**config.mk**
```make
export PLATFORM = sky130hd
export DESIGN_NAME = sertx_framer
export DESIGN_NICKNAME = d
export VERILOG_FILES = /design/src/rtl/sertx_pkg.sv /design/src/rtl/sertx_shifter.sv /design/src/rtl/sertx_crc.sv /design/src/rtl/sertx_framer.sv
export SDC_FILE = /design/constraint.sdc
export NUM_CORES = 1
export LEC_CHECK = 0
export CAP_MARGIN = 40
export CORE_MARGIN = 10
export CORE_UTILIZATION = 45
export DETAILED_ROUTE_END_ITERATION = 10
export GPL_TIMING_DRIVEN = 0
export PLACE_DENSITY = 0.63
export SLEW_MARGIN = 20
export SYNTH_ARGS = -nofsm -noshare
export SYNTH_HDL_FRONTEND = slang
export SYNTH_HIERARCHICAL = 1
export SYNTH_SLANG_ARGS = --single-unit
```
**constraint.sdc**
```tcl
create_clock -name clk -period 6.22 [get_ports clk]
set_input_delay 0.622 -clock clk [delete_from_list [all_inputs] [get_ports clk]]
set_output_delay 0.622 -clock clk [all_outputs]
set_load 0.05 [all_outputs]
```
**src/rtl/sertx_pkg.sv**
```systemverilog
package sertx_pkg;

    typedef enum logic [2:0] {
        ST_IDLE,
        ST_PRE,
        ST_SFD,
        ST_DATA,
        ST_PAD,
        ST_FCS,
        ST_DONE
    } tx_state_e;

    localparam logic [7:0]  PRE_BYTE = 8'h55;
    localparam logic [7:0]  SFD_BYTE = 8'hD5;
    localparam logic [31:0] CRC_POLY = 32'hEDB88320;

endpackage

```
**src/rtl/sertx_shifter.sv**
```systemverilog
module sertx_shifter #(
    parameter int BYTE_W = 8
) (
    input  logic              clk,
    input  logic              rst_n,
    input  logic              load,
    input  logic [BYTE_W-1:0] load_val,
    input  logic              run,
    output logic              ser_bit,
    output logic              last_bit
);
    localparam int IDX_W = (BYTE_W > 1) ? $clog2(BYTE_W) : 1;

    logic [BYTE_W-1:0] sh_q;
    logic [IDX_W-1:0]  idx_q;

    always_ff @(posedge clk) begin
        if (!rst_n) begin
            sh_q  <= '0;
            idx_q <= '0;
        end else if (load) begin
            sh_q  <= load_val;
            idx_q <= '0;
        end else if (run) begin
            sh_q  <= sh_q >> 1;
            idx_q <= idx_q + IDX_W'(1);
        end
    end

    assign ser_bit  = sh_q[0];
    assign last_bit = (idx_q == IDX_W'(BYTE_W - 1));
endmodule

```
**src/rtl/sertx_crc.sv**
```systemverilog
module sertx_crc #(
    parameter int              CRC_W = 32,
    parameter logic [CRC_W-1:0] POLY = 32'hEDB88320
) (
    input  logic             clk,
    input  logic             rst_n,
    input  logic             clear,
    input  logic             shift,
    input  logic             bit_in,
    output logic [CRC_W-1:0] crc_next
);
    logic [CRC_W-1:0] crc_q;

    always_comb begin
        crc_next = crc_q;
        if (shift) begin
            crc_next = (crc_q >> 1) ^ (((crc_q[0] ^ bit_in) == 1'b1) ? POLY : '0);
        end
    end

    always_ff @(posedge clk) begin
        if (!rst_n || clear) begin
            crc_q <= '1;
        end else begin
            crc_q <= crc_next;
        end
    end
endmodule

```
**src/rtl/sertx_framer.sv**
```systemverilog
module sertx_framer
    import sertx_pkg::*;
#(
    parameter int PRE_BYTES = 7,
    parameter int MIN_DATA  = 46
) (
    input  logic       clk,
    input  logic       rst_n,
    input  logic [7:0] in_data,
    input  logic       in_valid,
    input  logic       in_last,
    output logic       in_ready,
    input  logic       no_pad,
    input  logic       no_fcs,
    output logic       tx_en,
    output logic       tx_d,
    output logic       busy,
    output logic       done
);
    localparam int CRC_W     = 32;
    localparam int FCS_BYTES = CRC_W / 8;
    localparam int PRE_W     = (PRE_BYTES > 1) ? $clog2(PRE_BYTES) : 1;
    localparam int DCNT_W    = $clog2(MIN_DATA + 1);
    localparam int FIDX_W    = (FCS_BYTES > 1) ? $clog2(FCS_BYTES) : 1;

    tx_state_e         state_q, state_d;
    logic [PRE_W-1:0]  pre_cnt_q;
    logic [DCNT_W-1:0] dat_cnt_q;
    logic [FIDX_W-1:0] fcs_idx_q;
    logic [CRC_W-1:0]  fcs_word_q;
    logic              last_seen_q, keep_pad_q, keep_fcs_q;

    logic              ld;
    logic [7:0]        ld_val;
    logic              take;
    logic              crc_clr;
    logic              ser_bit, last_bit, active;
    logic [CRC_W-1:0]  crc_next;
    logic              need_pad;

    sertx_shifter #(.BYTE_W(8)) u_shift (
        .clk      (clk),
        .rst_n    (rst_n),
        .load     (ld),
        .load_val (ld_val),
        .run      (active),
        .ser_bit  (ser_bit),
        .last_bit (last_bit)
    );

    sertx_crc #(.CRC_W(CRC_W), .POLY(CRC_POLY)) u_crc (
        .clk      (clk),
        .rst_n    (rst_n),
        .clear    (crc_clr),
        .shift    (state_q == ST_DATA || state_q == ST_PAD),
        .bit_in   (ser_bit),
        .crc_next (crc_next)
    );

    assign need_pad = keep_pad_q && (dat_cnt_q < DCNT_W'(MIN_DATA));

    // Next-state and byte-load selection
    always_comb begin
        state_d = state_q;
        ld      = 1'b0;
        ld_val  = '0;
        take    = 1'b0;
        crc_clr = 1'b0;
        unique case (state_q)
            ST_IDLE: begin
                if (in_valid) begin
                    state_d = ST_PRE;
                    ld      = 1'b1;
                    ld_val  = PRE_BYTE;
                    crc_clr = 1'b1;
                end
            end
            ST_PRE: begin
                if (last_bit) begin
                    ld = 1'b1;
                    if (pre_cnt_q == PRE_W'(PRE_BYTES - 1)) begin
                        state_d = ST_SFD;
                        ld_val  = SFD_BYTE;
                    end else begin
                        ld_val  = PRE_BYTE;
                    end
                end
            end
            ST_SFD: begin
                if (last_bit) begin
                    take    = 1'b1;
                    ld      = 1'b1;
                    ld_val  = in_data;
                    state_d = ST_DATA;
                end
            end
            ST_DATA, ST_PAD: begin
                if (last_bit) begin
                    if (state_q == ST_DATA && !last_seen_q) begin
                        take   = 1'b1;
                        ld     = 1'b1;
                        ld_val = in_data;
                    end else if (need_pad) begin
                        state_d = ST_PAD;
                        ld      = 1'b1;
                        ld_val  = 8'h00;
                    end else if (keep_fcs_q) begin
                        state_d = ST_FCS;
                        ld      = 1'b1;
                        ld_val  = ~crc_next[7:0];
                    end else begin
                        state_d = ST_DONE;
                    end
                end
            end
            ST_FCS: begin
                if (last_bit) begin
                    if (fcs_idx_q == FIDX_W'(FCS_BYTES - 1)) begin
                        state_d = ST_DONE;
                    end else begin
                        ld     = 1'b1;
                        ld_val = fcs_word_q[15:8];
                    end
                end
            end
            ST_DONE: state_d = ST_IDLE;
            default: state_d = ST_IDLE;
        endcase
    end

    // State register and frame bookkeeping
    always_ff @(posedge clk) begin
        if (!rst_n) begin
            state_q     <= ST_IDLE;
            pre_cnt_q   <= '0;
            dat_cnt_q   <= '0;
            fcs_idx_q   <= '0;
            fcs_word_q  <= '0;
            last_seen_q <= 1'b0;
            keep_pad_q  <= 1'b0;
            keep_fcs_q  <= 1'b0;
        end else begin
            state_q <= state_d;
            if (state_q == ST_IDLE && in_valid) begin
                pre_cnt_q   <= '0;
                dat_cnt_q   <= '0;
                last_seen_q <= 1'b0;
                keep_pad_q  <= !no_pad;
                keep_fcs_q  <= !no_fcs;
            end
            if (state_q == ST_PRE && ld) begin
                pre_cnt_q <= pre_cnt_q + PRE_W'(1);
            end
            if (ld && (state_d == ST_DATA || state_d == ST_PAD)
                    && dat_cnt_q != DCNT_W'(MIN_DATA)) begin
                dat_cnt_q <= dat_cnt_q + DCNT_W'(1);
            end
            if (take) begin
                last_seen_q <= in_last;
            end
            if (state_q != ST_FCS && state_d == ST_FCS) begin
                fcs_word_q <= ~crc_next;
                fcs_idx_q  <= '0;
            end else if (state_q == ST_FCS && ld) begin
                fcs_word_q <= fcs_word_q >> 8;
                fcs_idx_q  <= fcs_idx_q + FIDX_W'(1);
            end
        end
    end

    // Outputs
    always_comb begin
        active   = 1'b0;
        busy     = 1'b1;
        done     = 1'b0;
        unique case (state_q)
            ST_IDLE:                                 busy   = 1'b0;
            ST_PRE, ST_SFD, ST_DATA, ST_PAD, ST_FCS: active = 1'b1;
            ST_DONE:                                 done   = 1'b1;
            default:                                 busy   = 1'b0;
        endcase
        tx_en    = active;
        tx_d     = active & ser_bit;
        in_ready = take;
    end
endmodule


```
==> results by group, run 1 <==
Status
  • Status: complete, no violations

Worst hold path
  • Hold/Removal Path Class: reg -> reg
  • Hold path start: fcs_idx_q[1]$_SDFFE_PP0P_
  • Hold depth: 2
  • Hold path endpoint: fcs_idx_q[1]$_SDFFE_PP0P_

Setup path
  • Critical path fanouts, max: 7
  • Flop-to-flop setup slack: 3.65 ns
  • Worst Path Arrival: between 2 and 3 ns
  • Reg2reg path depth: 9
  • End of the worst register-to-register path: u_shift/sh_q[5]$_SDFFE_PN0P_
  • Setup crit start kind: register
  • Crit Path Class: reg -> out
  • Required @ worst endpoint: 5.60 ns
  • Reg2Reg Launch Point: state_q[0]$_SDFF_PN0_
  • Setup crit end kind: output port

Timing
  • Worst-margin pin slew: approximately 0.70 ns
  • Fin crit period: between 3 and 4 ns
  • Final period utilization: 54.67%
  • # setup viols final: 0
  • Slew Viols, Final: 0
  • Final WS setup: 2.819 ns
  • RSZ-0062 raised after global routing: no
  • Max_slew headroom: 52.78%
  • Skew final: around 0.011 ns
  • Final Hold Violating Endpoints: 0
  • Setup TNS: 0 ns
  • Fmax achieved: between 0.2 and 0.3 GHz

Synth
  • Synth Net Count: 526
  • Ys flop type: dfxtp_1
  • Syn avg cell area: 8.974 µm²
  • Post-synth top cells: dfxtp_1, nand2_1, nand2b_1
  • Share of flip-flops with an asynchronous set or reset: 0%
  • Cells after Synth: 505
  • Seq/Total Area, Yosys: 37.11%
  • Yosys top cell by area: dfxtp_1
  • FF+latch count, synth: 84
  • Post-synth EDFFs: 0
  • Yosys synthesis warning count: 6
  • Synth top area cells: dfxtp_1, mux2_2, nand2b_1, nand2_1, xnor3_1
  • Top-count cell post-synth: dfxtp_1
  • Mapped cell area: 4532 µm²
  • Yosys cell types: 54
  • Post-synth top area share: around 37%

Global routing
  • Largest net degree at the start of global routing: 16
  • Gr usage total: between 15 and 20%
  • Initial antenna violation count: 0
  • Global route overflow: 0
  • Vias in the first global route: 3721
  • First-pass GRT wire length: 18120 µm

Die
  • Core ar.: 9774 µm²
  • FP Rows: 36
  • Die Wd: 120.4 µm
  • Die ar.: 14490 µm²
  • I/O pin cnt: 19
  • Die Y-Extent: 120.4 µm
  • Initial core utilization: 46.36%

Clock tree
  • Clock Sinks: between 80 and 90
  • Hold Buf Count CTS: 0
  • Clock buffer count from CTS: 9
  • Root Driver: clkbuf_8
  • Number of gates resized after cts: 0
  • Worst-path clk slew: 0.08 ns
  • Worst-Skew Late Latency: 0.36 ns
  • H-tree Lvls: 3
  • CTS Buffer Depth: 2
  • Postcts setup bufs: 0
  • CTS tree: built

Place
  • GPL Wtd Cong: 0.8699
  • Post-place setup slack: 3.254 ns
  • HPWL Detailed: 7958 µm
  • PortBufs: 18

Job
  • Max cap viols: 0

Drt
  • TritonRoute pass-1 iters: 4
  • DRC viols: 0
  • Vias per cell: 5.470
  • Drt wl/cell: 16.00 µm
  • Vias: 3681
  • Iter 0 DRT Violations: 214
  • Final ANT Viol Nets: 0
  • DRT Wirelength: around 11000 µm

Power and ir drop
  • Pwr Density: 206.2 nW/µm²
  • Maximum vdd drop: ~0.00009 V
  • Leak: about 2.2 nW

Final layout
  • Ant. Diodes: 0
  • P&R area growth vs syn: 12.15%
  • Nets: 556
  • Share of layout cells above drive strength 1: 13.33%
## worst max-delay path: stages, from the launching register on
cell             delay [ns]
dfxtp_1                0.35
ha_1                   0.16
ha_1                   0.21
nor2b_1                0.32
and3b_1                0.28
a21o_1                 0.25
clkdlybuf4s50_1        0.86
## power by group
part | leakage, nW | total, mW | switching [mW] | internal, mW
Clock | 0.0939 | 0.402 | 0.212 | 0.190
Combinational | 1.41 | 0.0982 | 0.0477 | 0.0505
Sequential | 0.680 | 0.548 | 0.00472 | 0.543
Total | 2.19 | 1.05 | 0.264 | 0.784
## placed cells by master (no fill, tap or decap), types with 18 or more instances in the layout
cell type,Yosys,routed
o21ai_0,34,34
nand2_1,73,73
clkdlybuf4s50_1,0,18
nand3_1,31,31
nand2b_1,45,45
mux2_2,25,25
and3_1,19,19
dfxtp_1,84,84
## how the worst max path moves through the flow
stage                                             start       end  slack (ns)  cells after the start
final                     u_shift/idx_q[0]$_SDFFE_PP0P_  in_ready        2.82                      6
after global routing      u_shift/idx_q[0]$_SDFFE_PP0P_  in_ready        2.66                      6
after CTS                 u_shift/idx_q[0]$_SDFFE_PP0P_  in_ready        2.82                      6
after detailed placement  u_shift/idx_q[0]$_SDFFE_PP0P_  in_ready        3.25                      6
after global placement    u_shift/idx_q[0]$_SDFFE_PP0P_  in_ready        3.28                      6
after floorplan                   state_q[0]$_SDFF_PN0_      tx_d        3.53                      4
## metrics by stage
step	area, µm²	power [mW]	utilization (%)	std cells	hold WS (ns)
3_3_place_gp	4878	0.6574	49.91	656	0.4499
6_report	5082	1.048	52.00	673	0.4660
4_1_cts	5077	1.056	51.95	672	0.4683
2_1_floorplan	4532	0.6305	-	505	0.4376
3_5_place_dp	4878	0.6588	49.91	656	0.4567
5_1_grt	5082	1.093	52.00	673	0.4865
## final cells by class
type                            count  area [µm²]
Tap cell                          133       166.4
Buffer                             35       201.4
Multi-Input combinational cell    382        2634
Clock inverter                      6       71.32
Timing Repair Buffer               19       185.2
Inverter                            4       15.01
Fill cell                         931        4692
Sequential cell                    84        1682
Clock buffer                       10       127.6
## registers in the layout, indices dropped and copies added (netlist names)
name,flops
u_shift/sh_q,8
dat_cnt_q,6
fcs_idx_q,2
pre_cnt_q,3
keep_pad_q,1
fcs_word_q,24
last_seen_q,1
state_q,3
u_shift/idx_q,3
keep_fcs_q,1
u_crc/crc_q,32
## routing by layer
layer / GRT usage [%] / vias to the layer above / wire (µm)
met1: 18.86 / 1757 / 5175
met3: 3.071 / 15 / 381
met5: 0 / - / 0
li1: - / 1840 / -
met2: 25.69 / 69 / 5006
met4: 5.732 / 0 / 204
## cells by family (layout without fill, tap and decap cells)
kind of cell             count (synthesis)  in the layout  synth area share [%]
AO/OA/AOI/OAI                           99             99                 14.41
XOR/XNOR                                16             16                 7.372
adder cells (fa/ha/maj)                  7              7                 1.933
buffers and inverters                   39             74                 4.776
flip-flops                              84             84                 37.11
multiplexers                            32             32                 8.062
AND/OR/NAND/NOR                        228            228                 26.34
No activity file was read; power rests on OpenSTA's default activity.
==> inputs of run 2 (changes only) <==
clock period = 3.55 ns   (was 6.22 ns; I/O delays follow)
==> results of run 2 <==
Same layout as run 1 (identical final DEF). Status: complete, no violations.
Among the figures that moved: setup slack after placement 3.254 ns -> 0.8508 ns; setup slack after layout 2.819 ns -> 0.4164 ns; register-to-register setup slack 3.65 ns -> 0.98 ns; total power 1.048 mW -> 1.836 mW; worst IR drop on VDD 0.00008744 V -> 0.0001532 V
